### src/rtl/irq_status_pkg.sv
package irq_status_pkg;
  localparam int NUM_SRC = 10;
  localparam int STAT_W  = 17;
  localparam int BIT_ABN = 15;
  localparam int BIT_NRM = 16;

  // status bit for each event input
  function automatic int src_bit(input int i);
    case (i)
      0: src_bit = 0;
      1: src_bit = 1;
      2: src_bit = 2;
      3: src_bit = 4;
      4: src_bit = 5;
      5: src_bit = 6;
      6: src_bit = 7;
      7: src_bit = 8;
      8: src_bit = 11;
      default: src_bit = 13;
    endcase
  endfunction

  localparam logic [STAT_W-1:0] NRM_GRP  = 17'h00045;
  localparam logic [STAT_W-1:0] ABN_GRP  = 17'h029B2;
  localparam logic [STAT_W-1:0] SRC_MASK = NRM_GRP | ABN_GRP;
  localparam logic [STAT_W-1:0] DEF_MASK = SRC_MASK | 17'h18000;
endpackage

### src/rtl/irq_evt_latch.sv
module irq_evt_latch #(
  parameter int N = 10
) (
  input  logic         clk_i,
  input  logic         rst_ni,
  input  logic [N-1:0] evt_i,
  input  logic [N-1:0] ack_i,
  output logic [N-1:0] flag_o,
  output logic [N-1:0] flag_nxt_o
);
  for (genvar g = 0; g < N; g++) begin : g_src
    // set has priority over acknowledge
    assign flag_nxt_o[g] = evt_i[g] | (flag_o[g] & ~ack_i[g]);

    always_ff @(posedge clk_i or negedge rst_ni) begin
      if (!rst_ni) flag_o[g] <= 1'b0;
      else         flag_o[g] <= flag_nxt_o[g];
    end


    evt_sets_chk: assert property (@(posedge clk_i) disable iff (!rst_ni)
      evt_i[g] |=> flag_o[g]);

    hold_chk: assert property (@(posedge clk_i) disable iff (!rst_ni)
      (flag_o[g] && !ack_i[g]) |=> flag_o[g]);

    clear_chk: assert property (@(posedge clk_i) disable iff (!rst_ni)
      (ack_i[g] && !evt_i[g]) |=> !flag_o[g]);
  end
endmodule

### src/rtl/irq_enable_reg.sv
module irq_enable_reg
  import irq_status_pkg::*;
(
  input  logic              clk_i,
  input  logic              rst_ni,
  input  logic              wr_i,
  input  logic [STAT_W-1:0] wdata_i,
  output logic [STAT_W-1:0] en_o
);
  always_ff @(posedge clk_i or negedge rst_ni) begin
    if (!rst_ni)   en_o <= '0;
    else if (wr_i) en_o <= wdata_i & DEF_MASK;
  end


  en_hold_chk: assert property (@(posedge clk_i) disable iff (!rst_ni)
    !wr_i |=> $stable(en_o));

  en_rsvd_chk: assert property (@(posedge clk_i) disable iff (!rst_ni)
    (en_o & ~DEF_MASK) == '0);
endmodule

### src/rtl/irq_summary.sv
module irq_summary
  import irq_status_pkg::*;
#(
  parameter logic [STAT_W-1:0] GRP = NRM_GRP
) (
  input  logic              clk_i,
  input  logic              rst_ni,
  input  logic [STAT_W-1:0] stat_nxt_i,
  input  logic [STAT_W-1:0] en_i,
  input  logic              ack_i,
  output logic              sum_o
);
  logic hit;
  assign hit = |(stat_nxt_i & en_i & GRP);

  always_ff @(posedge clk_i or negedge rst_ni) begin
    if (!rst_ni) sum_o <= 1'b0;
    else         sum_o <= hit | (sum_o & ~ack_i);
  end


  sum_set_chk: assert property (@(posedge clk_i) disable iff (!rst_ni)
    hit |=> sum_o);

  sum_ack_chk: assert property (@(posedge clk_i) disable iff (!rst_ni)
    (ack_i && !hit) |=> !sum_o);
endmodule

### src/rtl/irq_status_unit.sv
module irq_status_unit
  import irq_status_pkg::*;
#(
  parameter int DATA_W = 32,
  parameter int ADDR_W = 2
) (
  input  logic              clk_i,
  input  logic              rst_ni,
  input  logic [NUM_SRC-1:0] evt_i,
  input  logic              reg_we_i,
  input  logic [ADDR_W-1:0] reg_addr_i,
  input  logic [DATA_W-1:0] reg_wdata_i,
  output logic [DATA_W-1:0] reg_rdata_o,
  output logic              irq_o
);
  localparam logic [ADDR_W-1:0] A_STAT = ADDR_W'(0);
  localparam logic [ADDR_W-1:0] A_EN   = ADDR_W'(1);

  logic              wr_stat, wr_en;
  logic [STAT_W-1:0] ack_vec, wdat, en_q, stat_nxt, stat_vec;
  logic [NUM_SRC-1:0] ack_src, flag, flag_nxt;
  logic              sum_nrm, sum_abn;
  logic              unused_hi;

  assign wdat      = reg_wdata_i[STAT_W-1:0];
  assign unused_hi = ^reg_wdata_i[DATA_W-1:STAT_W];
  assign wr_stat   = reg_we_i && (reg_addr_i == A_STAT);
  assign wr_en     = reg_we_i && (reg_addr_i == A_EN);
  assign ack_vec   = wr_stat ? wdat : '0;

  for (genvar g = 0; g < NUM_SRC; g++) begin : g_map
    assign ack_src[g] = ack_vec[src_bit(g)];
  end

  irq_evt_latch #(.N(NUM_SRC)) u_latch (
    .clk_i, .rst_ni, .evt_i, .ack_i(ack_src),
    .flag_o(flag), .flag_nxt_o(flag_nxt)
  );

  always_comb begin
    stat_nxt = '0;
    stat_vec = '0;
    for (int i = 0; i < NUM_SRC; i++) begin
      stat_nxt[src_bit(i)] = flag_nxt[i];
      stat_vec[src_bit(i)] = flag[i];
    end
    stat_vec[BIT_ABN] = sum_abn;
    stat_vec[BIT_NRM] = sum_nrm;
  end

  irq_enable_reg u_en (
    .clk_i, .rst_ni, .wr_i(wr_en), .wdata_i(wdat), .en_o(en_q)
  );

  irq_summary #(.GRP(NRM_GRP)) u_sum_nrm (
    .clk_i, .rst_ni, .stat_nxt_i(stat_nxt), .en_i(en_q),
    .ack_i(ack_vec[BIT_NRM]), .sum_o(sum_nrm)
  );

  irq_summary #(.GRP(ABN_GRP)) u_sum_abn (
    .clk_i, .rst_ni, .stat_nxt_i(stat_nxt), .en_i(en_q),
    .ack_i(ack_vec[BIT_ABN]), .sum_o(sum_abn)
  );

  assign irq_o = (sum_nrm & en_q[BIT_NRM]) | (sum_abn & en_q[BIT_ABN]);

  always_comb begin
    reg_rdata_o = '0;
    if (reg_addr_i == A_STAT)    reg_rdata_o[STAT_W-1:0] = stat_vec;
    else if (reg_addr_i == A_EN) reg_rdata_o[STAT_W-1:0] = en_q;
  end


  irq_src_chk: assert property (@(posedge clk_i) disable iff (!rst_ni)
    irq_o |-> (sum_nrm || sum_abn));

  rst_clear_chk: assert property (@(posedge clk_i)
    $rose(rst_ni) |-> (stat_vec == '0 && en_q == '0));

  rsvd_zero_chk: assert property (@(posedge clk_i) disable iff (!rst_ni)
    (stat_vec & ~DEF_MASK) == '0);
endmodule

### config.mk
export PLATFORM = sky130hd
export DESIGN_NAME = irq_status_unit
export DESIGN_NICKNAME = d
export VERILOG_FILES = /design/src/rtl/irq_status_pkg.sv /design/src/rtl/irq_evt_latch.sv /design/src/rtl/irq_enable_reg.sv /design/src/rtl/irq_summary.sv /design/src/rtl/irq_status_unit.sv
export SDC_FILE = /design/constraint.sdc
export NUM_CORES = 1
export LEC_CHECK = 0
export BUFFER_PORTS_ARGS = -buffer_cell sky130_fd_sc_hd__buf_2
export CAP_MARGIN = 20
export CORE_UTILIZATION = 45
export DETAILED_ROUTE_END_ITERATION = 6
export PLACE_DENSITY = 0.83
export SETUP_SLACK_MARGIN = 0.4
export SYNTH_ARGS = -nofsm -noshare
export SYNTH_HDL_FRONTEND = slang
export SYNTH_SLANG_ARGS = --single-unit
export TNS_END_PERCENT = 20
### constraint.sdc
create_clock -name clk_i -period 2.4 [get_ports clk_i]
set_input_delay 0.72 -clock clk_i [delete_from_list [all_inputs] [get_ports clk_i]]
set_output_delay 0.72 -clock clk_i [all_outputs]
set_load 0.03 [all_outputs]
; Word-level counts from Yosys, hierarchy flattened
; Index checks and enable logic that the tools add are counted.
[word_totals]
ff_bits = 24
elab_cells = 62
[op_classes]
n_eq_ne = 1
mux = 3
n_bitwise = 40
n_reduce_logical = 5
[ops]
columns = cell, n
row1 = two-way mux 17 bit, 3
row2 = AND 1 bit, 14
row3 = AND 14 bit, 1
row4 = OR 1 bit, 13
row5 = inverter 1 bit, 12
row6 = OR reduction 7 bit, 1
row7 = OR reduction 3 bit, 1
row8 = == test 2 x 1 -> 1 bit (second input constant), 1
row9 = logical AND 1 bit, 2
row10 = zero test 2 bit, 1

; Depth between registers and ports, before layout
; Gate-level depths: netlist of the first run.
[logic_depth]
word_depth = 9
mapped_depth = 6

; Cells and area by module
; Synthesis of the first run repeated with hierarchy kept, for this count alone.
[unflattened]
hier_cells = 138
area_unflattened_um2 = 1461.4
[by_module_without_submodules]
columns = module, n_inst, cells_each, area_per_inst_um2
row1 = irq_enable_reg, 1, 31, 525.5
row2 = irq_status_unit, 1, 65, 455.4
row3 = irq_evt_latch, 1, 30, 362.8
row4 = irq_summary at u_sum_abn, 1, 7, 70.1
row5 = irq_summary at u_sum_nrm, 1, 5, 47.5

; Worst setup path after synthesis of the first run
; No wires, ideal clock.
[synth_timing]
path_kind = in2out
from = in reg_addr_i[0]
to = out reg_rdata_o[0]
t_arrival_ns = 1.587
t_required_ns = 1.680
path_slack_ns = 0.093
path_stages = 4
cell_sequence = buf_6 > buf_2 > mux2i_1 > nor2_1
[synth_via]
elab_chain_len = 3
elab_cells_between_ends = 4
[synth_rtl]
columns = item, line
row1 = start: declaration, irq_status_unit.sv:11  ; input logic [ADDR_W-1:0] reg_addr_i,
row2 = == test 2 x 1 -> 1 bit, irq_status_unit.sv:70  ; else if (reg_addr_i == A_EN) reg_rdata_o[STAT_W-1:0] = en_q;
row3 = two-way mux 17 bit, irq_status_unit.sv:70
row4 = two-way mux 17 bit (*), irq_status_unit.sv:69  ; if (reg_addr_i == A_STAT) reg_rdata_o[STAT_W-1:0] = stat_vec;
row5 = end: declaration, irq_status_unit.sv:13  ; output logic [DATA_W-1:0] reg_rdata_o,
; Mark *: on every way between the ends. The rest lies on a longest branch, timed or not.

; Worst setup path in the final report of the first run
[layout_timing]
from = in reg_addr_i[0]
to = out reg_rdata_o[1]
; The elaborated chain is that of the path after synthesis.

==> qor.yml, run 1 <==
synth_compound_area_frac: 0.112
setup_viol: 0
post_cts_buffers: 0
vias: 1103
min_path_type: "input port to async pin"
antenna_found_initial: 0
routabilityCongestion: 0.789
dpl.hpwl_mm: 2.03
grt_pass1_vias: 1095
final_cell_mix: "buf_2, nand2_1, dfrtp_1, conb_1, mux2_2"
clkLatencyLatePin_ns: 0.31
cts.sinks: 24
path_class: "input port to output pin"
synth.avg_cell_area_um2: 9.57
overflow: 0
die_h_um: 57.9
clk_pin_slew_ns: 0.13
wl_per_cell_um: 13.4
rsz0062_at_grt: "yes"
path_buf_inv: 2
critPathMaxFanout: 7
synthSimpleGateAreaFrac: 0.131
ys_seq_area_frac: 0.427
grt_pass1_wl_mm: 4.79
drive_gt1_frac: 0.406
pin_count: 80
fin_crit_ns: 2.00
max_cap_violations: 0
grt_max_degree: 25
r2r_end: "u_sum_abn.sum_o"
ys_types: 23
finalPower_uw: 1020
path_depth: 4
slowest_stage: "mux2i_4"
final_cell_area_mm2: 0.00179
first_pass_iters: 7
htree_levels: 1
r2r-start: "u_latch.flag_o[9]"
synthAdderAreaFrac: 0
viasPerCell: 5.06
synthesis.area_mm2: 0.00141
start_kind: "input port"
core_mm2: 0.00285
max_stage_delay_ns: 0.19
place_area_mm2: 0.00159
layout_commonest_cell: "buf_2"
synth_top_family_by_area: "multiplexers"
die_area_mm2: 0.00335
drv_slew: 0
crit_family: "buffers and inverters"
ir_worst_vdd_mv: 0.341
synthMuxAreaShare: 0.181
ys_seq_elements: 24
syn_inst: 147
worst_clock_skew_ns: 0.00406
multiInputGateArea_um2: 758
grt.total_usage: 0.187
dieWidth_um: 57.9
drt_iter0_markers: 21
num-nets-final: 236
syn2layout_area_growth_pct: 27.6
violations: "DRC"
cts-buffers-inserted: 3
ff2ff_path_depth: 4
portBuffers: 39
ys.warnings.count: 0
status: "finished, violations left"
power.density_mw_per_mm2: 570
remaining_drc_errors: 3
antenna_cells: 0
end_kind: "output pin"
path_cells: "buf_16 > mux2i_4 > nor2_2 > buf_6"
clk_path_buf_depth: 2
post-route-period-util: 0.833
finalSetupTns_ns: 0
hold_viol_final: 0
slew_headroom: 0.631
critPathArrivalTime_ns: 1.28
layout.area.seq_um2: 601
nFillCells: 236
root_buffer: "clkbuf_4"
worst_pin_slew_ns: 0.554
fmax_ghz: 0.500
reg2reg_slack_ns: 1.16
required_ns: 1.68
cts_tree: "yes"
wl_mm: 2.92
antenna_left: 0
synth-xor-area-share: 0
rows: 19
start_util: 0.493
p_leak_uw: 0.000831
==> per-layer routing <==
layer | vias to the layer above | share of wire | global-route usage
li1 | 540 | - | -
met1 | 522 | 0.44 | 0.242
met2 | 41 | 0.51 | 0.330
met3 | 0 | 0.054 | 0.0246
met4 | 0 | 0 | 0.0510
met5 | - | 0 | 0
==> worst reg2reg max path: cells and delay by family, from the launching register on <==
kind,cells,cell delay (ns)
AOI/OAI and AO/OA,2,0.23
and+or+nand+nor,2,0.46
DFF,1,0.43
==> Yosys cell counts (all sizes together) <==
cell / number / area share
mux2: 12 / 0.096
nand2: 24 / 0.064
conb: 1 / 0.0027
mux2i: 12 / 0.085
nand4: 1 / 0.0045
o21ai: 9 / 0.032
dfrtp: 24 / 0.43
a221oi: 1 / 0.0062
inv: 6 / 0.016
nor2: 12 / 0.032
clkbuf: 1 / 0.0027
nor3b: 1 / 0.013
nor4: 1 / 0.0045
buf: 24 / 0.13
nand3b: 1 / 0.0053
nand3: 2 / 0.0071
a31oi: 6 / 0.027
a22o: 1 / 0.0062
a21o: 4 / 0.021
o21a: 3 / 0.016
a21oi: 1 / 0.0036
==> cells by family (layout without fill, tap and decap cells) <==
group,Yosys count,count (layout)
simple gates,42,42
buf+inv,31,52
compound gates,25,25
mux,24,24
flops,24,24
other cells,1,20
==> final cells by class <==
type | instances | area share
clock buffers | 3 | 0.0126
multi-input cells | 111 | 0.423
inverters | 6 | 0.0126
repair buffers | 43 | 0.196
flip-flops and latches | 24 | 0.335
well taps | 31 | 0.0216
==> flip-flops by register name (all words and copies together), names as in the netlist <==
| name | flops |
|---|---|
| u_sum_abn.sum_o | 1 |
| u_latch.flag_o | 10 |
| u_sum_nrm.sum_o | 1 |
| u_en.en_o | 12 |
==> per-stage QoR <==
| stage | util | cells | setup WS (ns) | hold WS (ns) |
|---|---|---|---|---|
| finish | 0.629 | 218 | 0.401 | 0.380 |
| floorplan | - | 166 | 0.290 | 0.424 |
| global route | 0.629 | 218 | 0.374 | 0.411 |
| CTS | 0.608 | 218 | 0.394 | 0.384 |
| global placement | 0.557 | 214 | 0.0616 | 0.473 |
| detailed placement | 0.557 | 214 | 0.0560 | 0.480 |
==> power breakdown <==
part	leakage [uW]	switching, uW	internal, uW	total (uW)
combinational	0.000567	197	161	358
clock	0.0000138	114	58.6	172
sequential	0.000251	42.5	449	491
==> worst max-delay path by stage <==
stage | endpoint | start | slack, ns
floorplan | reg_rdata_o[0] | reg_addr_i[0] | 0.29
global placement | reg_rdata_o[1] | reg_addr_i[0] | 0.06
detailed placement | reg_rdata_o[1] | reg_addr_i[0] | 0.06
CTS | reg_rdata_o[0] | reg_addr_i[0] | 0.39
global route | reg_rdata_o[2] | reg_addr_i[0] | 0.37
finish | reg_rdata_o[1] | reg_addr_i[0] | 0.40
==> timing repair <==
item,4_1_cts,5_1_grt
gates resized for setup,26,16
pin swaps,1,0
hold buffers,0,0
endpoints found under the setup margin,12,9
gates cloned,1,0
(Power assumes the default switching activity.)
==> inputs of run 2 (changes only) <==
--- a/config.mk
+++ b/config.mk
@@ -5,11 +5,12 @@
 export SDC_FILE = /design/constraint.sdc
 export NUM_CORES = 1
 export LEC_CHECK = 0
+export ABC_AREA = 1
 export BUFFER_PORTS_ARGS = -buffer_cell sky130_fd_sc_hd__buf_2
 export CAP_MARGIN = 20
-export CORE_UTILIZATION = 45
+export CORE_UTILIZATION = 43
 export DETAILED_ROUTE_END_ITERATION = 6
-export PLACE_DENSITY = 0.83
+export PLACE_DENSITY = 0.81
 export SETUP_SLACK_MARGIN = 0.4
 export SYNTH_ARGS = -nofsm -noshare
 export SYNTH_HDL_FRONTEND = slang
==> constraint.sdc (replaced) <==
create_clock -name clk_i -period 2.09 [get_ports clk_i]
set_input_delay 0.627 -clock clk_i [delete_from_list [all_inputs] [get_ports clk_i]]
set_output_delay 0.627 -clock clk_i [all_outputs]
set_load 0.03 [all_outputs]
==> run 2 against run 1 <==
Against the previous run: the run still ends with DRC left; clock skew fell by 0.0017 ns; core utilization down 4.6 points; final area shrank 8.1%; first-iteration DRC count increased by 38%; largest cell class is now sequential cells.
==> qor.yml, run 2 <==
status: "finished, violations left"
violations: "DRC"
htree_levels: 1  # unchanged
final_cell_mix: "nand2_1, buf_2, dfrtp_1, inv_1, conb_1"
viasPerCell: 4.68  # -7.6%
overflow: 0  # unchanged
grt_pass1_wl_mm: 4.47  # -6.6%
wl_per_cell_um: 11.1  # -17%
min_path_type: "input port to async pin"
grt.total_usage: 0.178  # -0.00960
rsz0062_at_grt: "yes"
use_met3: 0.0204  # -0.00415
synth_top_area_cell: "dfrtp_1"
dieWidth_um: 57.4  # -0.82%
fmax_ghz: 0.511
met2_usage: 0.324  # -0.00613
wl_mm: 2.57  # -12%
ys_types: 17  # -26%
cts.sinks: 24  # unchanged
portBuffers: 39  # unchanged
dpl.hpwl_mm: 1.98  # -2.5%
post-route-util: 0.583  # -0.0460
ys_seq_elements: 24  # unchanged
ys_seq_area_frac: 0.455  # +0.0275
top_register: "u_en.en_o"
top_regs: "u_en.en_o (12), u_latch.flag_o (10)"
core_mm2: 0.00283  # -0.83%
remaining_drc_errors: 4  # +1
grt_max_degree: 25  # unchanged
vias: 1080  # -2.1%
die_h_um: 57.4  # -0.82%
cts_tree: "yes"
worst_pin_slew_ns: 0.522  # -0.0321 ns
layout_commonest_cell: "nand2_1"
power.density_mw_per_mm2: 687  # +21%
pin_count: 80  # unchanged
antenna_cells: 0  # unchanged
antenna_left: 0  # unchanged
ys.warnings.count: 0  # unchanged
slew_headroom: 0.652  # +0.0214
synthesis.area_mm2: 0.00132  # -6.0%
syn2layout_area_growth_pct: 24.8
synth_commonest_cells: "nand2_1, dfrtp_1, inv_1, buf_4, a22o_1"
post-route-period-util: 0.937
max_cap_violations: 0  # unchanged
drt_iter0_markers: 29  # +38%
worst_clock_skew_ns: 0.00236  # -0.00171 ns
end_kind: "output pin"
yosysTopAreaCellShare: 0.455  # +0.0275
fin_crit_ns: 1.96
clkLatencyLatePin_ns: 0.30  # about the same
setup_viol: 0  # unchanged
reg2reg_slack_ns: 1.19  # +0.03 ns
synth_flop_cell: "dfrtp_1"
p_leak_uw: 0.000899  # +8.2%
first_pass_iters: 6  # -1
synth_edf_count: 0  # unchanged
yosysMostFrequentCell: "nand2_1"
largest_reg_flops: 12  # unchanged
synth.avg_cell_area_um2: 8.47  # -11%
start_util: 0.467  # -0.0259
routabilityCongestion: 0.701  # -11%
grt_pass1_vias: 1040  # -5.0%
hold_viol_final: 0  # unchanged
yosys-top-cells-area: "dfrtp_1, nand2_1, buf_4, inv_1, a22o_1"
grt-busiest-layer: "met2"
antenna_found_initial: 0  # unchanged
required_ns: 1.46  # -0.22 ns
clk_pin_slew_ns: 0.12  # about the same
critPathArrivalTime_ns: 1.33  # +0.05 ns
syn_inst: 156  # +6.1%
nFillCells: 263  # +11%
cts-buffers-inserted: 3  # unchanged
root_buffer: "clkbuf_4"
path_class: "input port to output pin"
drive_gt1_frac: 0.315  # -0.0914
r2r_end: "u_sum_abn.sum_o"
use_met1: 0.211  # -0.0315
critPathMaxFanout: 10  # +3
r2r-start: "u_latch.flag_o[9]"
die_area_mm2: 0.00330  # -1.6%
async_reset_ff_frac: 1.00  # unchanged
rows: 19  # unchanged
ir_worst_vdd_mv: 0.474  # +39%
ff2ff_path_depth: 6  # +2
clk_path_buf_depth: 2  # unchanged
finalSetupTns_ns: 0  # unchanged
start_kind: "input port"
num-nets-final: 248  # +5.1%
drv_slew: 0  # unchanged
==> run 2: cell count changes after synthesis, sizes merged, moves of 3 or more <==
| cell | delta |
|---|---|
| nor2 | -8 |
| o22ai | +3 |
| a22o | +8 |
| a31oi | -6 |
| a21o | -4 |
| o21a | -3 |
| mux2 | -5 |
| nand3 | +5 |
| mux2i | -12 |
| nand2 | +19 |
| inv | +17 |
==> run 2: worst max-delay path by stage <==
stage | from | to | cells past startpoint
2_1_floorplan | reg_addr_i[0] | reg_rdata_o[15] | 4
3_3_place_gp | reg_addr_i[0] | reg_rdata_o[6] | 6
3_5_place_dp | reg_addr_i[0] | reg_rdata_o[4] | 6
4_1_cts | reg_addr_i[1] | reg_rdata_o[15] | 6
5_1_grt | reg_addr_i[1] | reg_rdata_o[7] | 5
6_report | reg_addr_i[1] | reg_rdata_o[7] | 5
==> run 2: per-layer routing <==
metal	vias to the layer above	wire length, um
li1	540	-
met1	508	1120
met2	30	1330
met3	2	102
met4	0	27
met5	-	0
==> run 2: critical path, cell delays in order <==
cell	delay [ns]
buf_8	0.10
nor2_4	0.14
buf_6	0.15
a22o_1	0.17
buf_6	0.14
==> run 2: cell type report <==
type	count	area [um2]	share of cell area
inverters	23	93.8	0.0569
multi-input cells	104	568	0.344
flip-flops and latches	24	601	0.364
well taps	31	38.8	0.0235
clock buffers	4	36.3	0.0220
repair buffers	45	312	0.189
==> run 2: where the power goes <==
| group | switching (uW) | internal [uW] |
|---|---|---|
| logic | 212 | 136 |
| clock network | 133 | 106 |
| registers | 33.6 | 513 |
==> run 2: timing repair <==
action / in CTS / in global routing
pin swaps: 4 / 0
cloned: 0 / 0
resized for setup: 25 / 0
hold buffers: 0 / 0
endpoints found under the setup margin: 13 / 14
setup buffers: 2 / 0
==> run 2: cells by family (layout without fill, tap and decap cells) <==
group	count (synthesis)	after routing	share of synthesized area
AOI/OAI and AO/OA	23	23	0.117
buffers and inverters	47	72	0.194
and+or+nand+nor	54	54	0.171
other	1	20	0.00284
muxes	7	7	0.0597
DFF	24	24	0.455
==> run 2: per-stage QoR <==
stage | instances | worst slack (ns) | hold slack (ns) | power (uW) | area [um2]
final | 231 | 0.132 | 0.275 | 1130 | 1650
after global routing | 231 | 0.0907 | 0.300 | 1200 | 1650
after CTS | 231 | 0.131 | 0.286 | 1150 | 1650
after global placement | 225 | -0.0158 | 0.466 | 871 | 1530
after floorplan | 175 | 0.179 | 0.331 | 815 | 1430
after detailed placement | 225 | 0.0119 | 0.477 | 878 | 1530
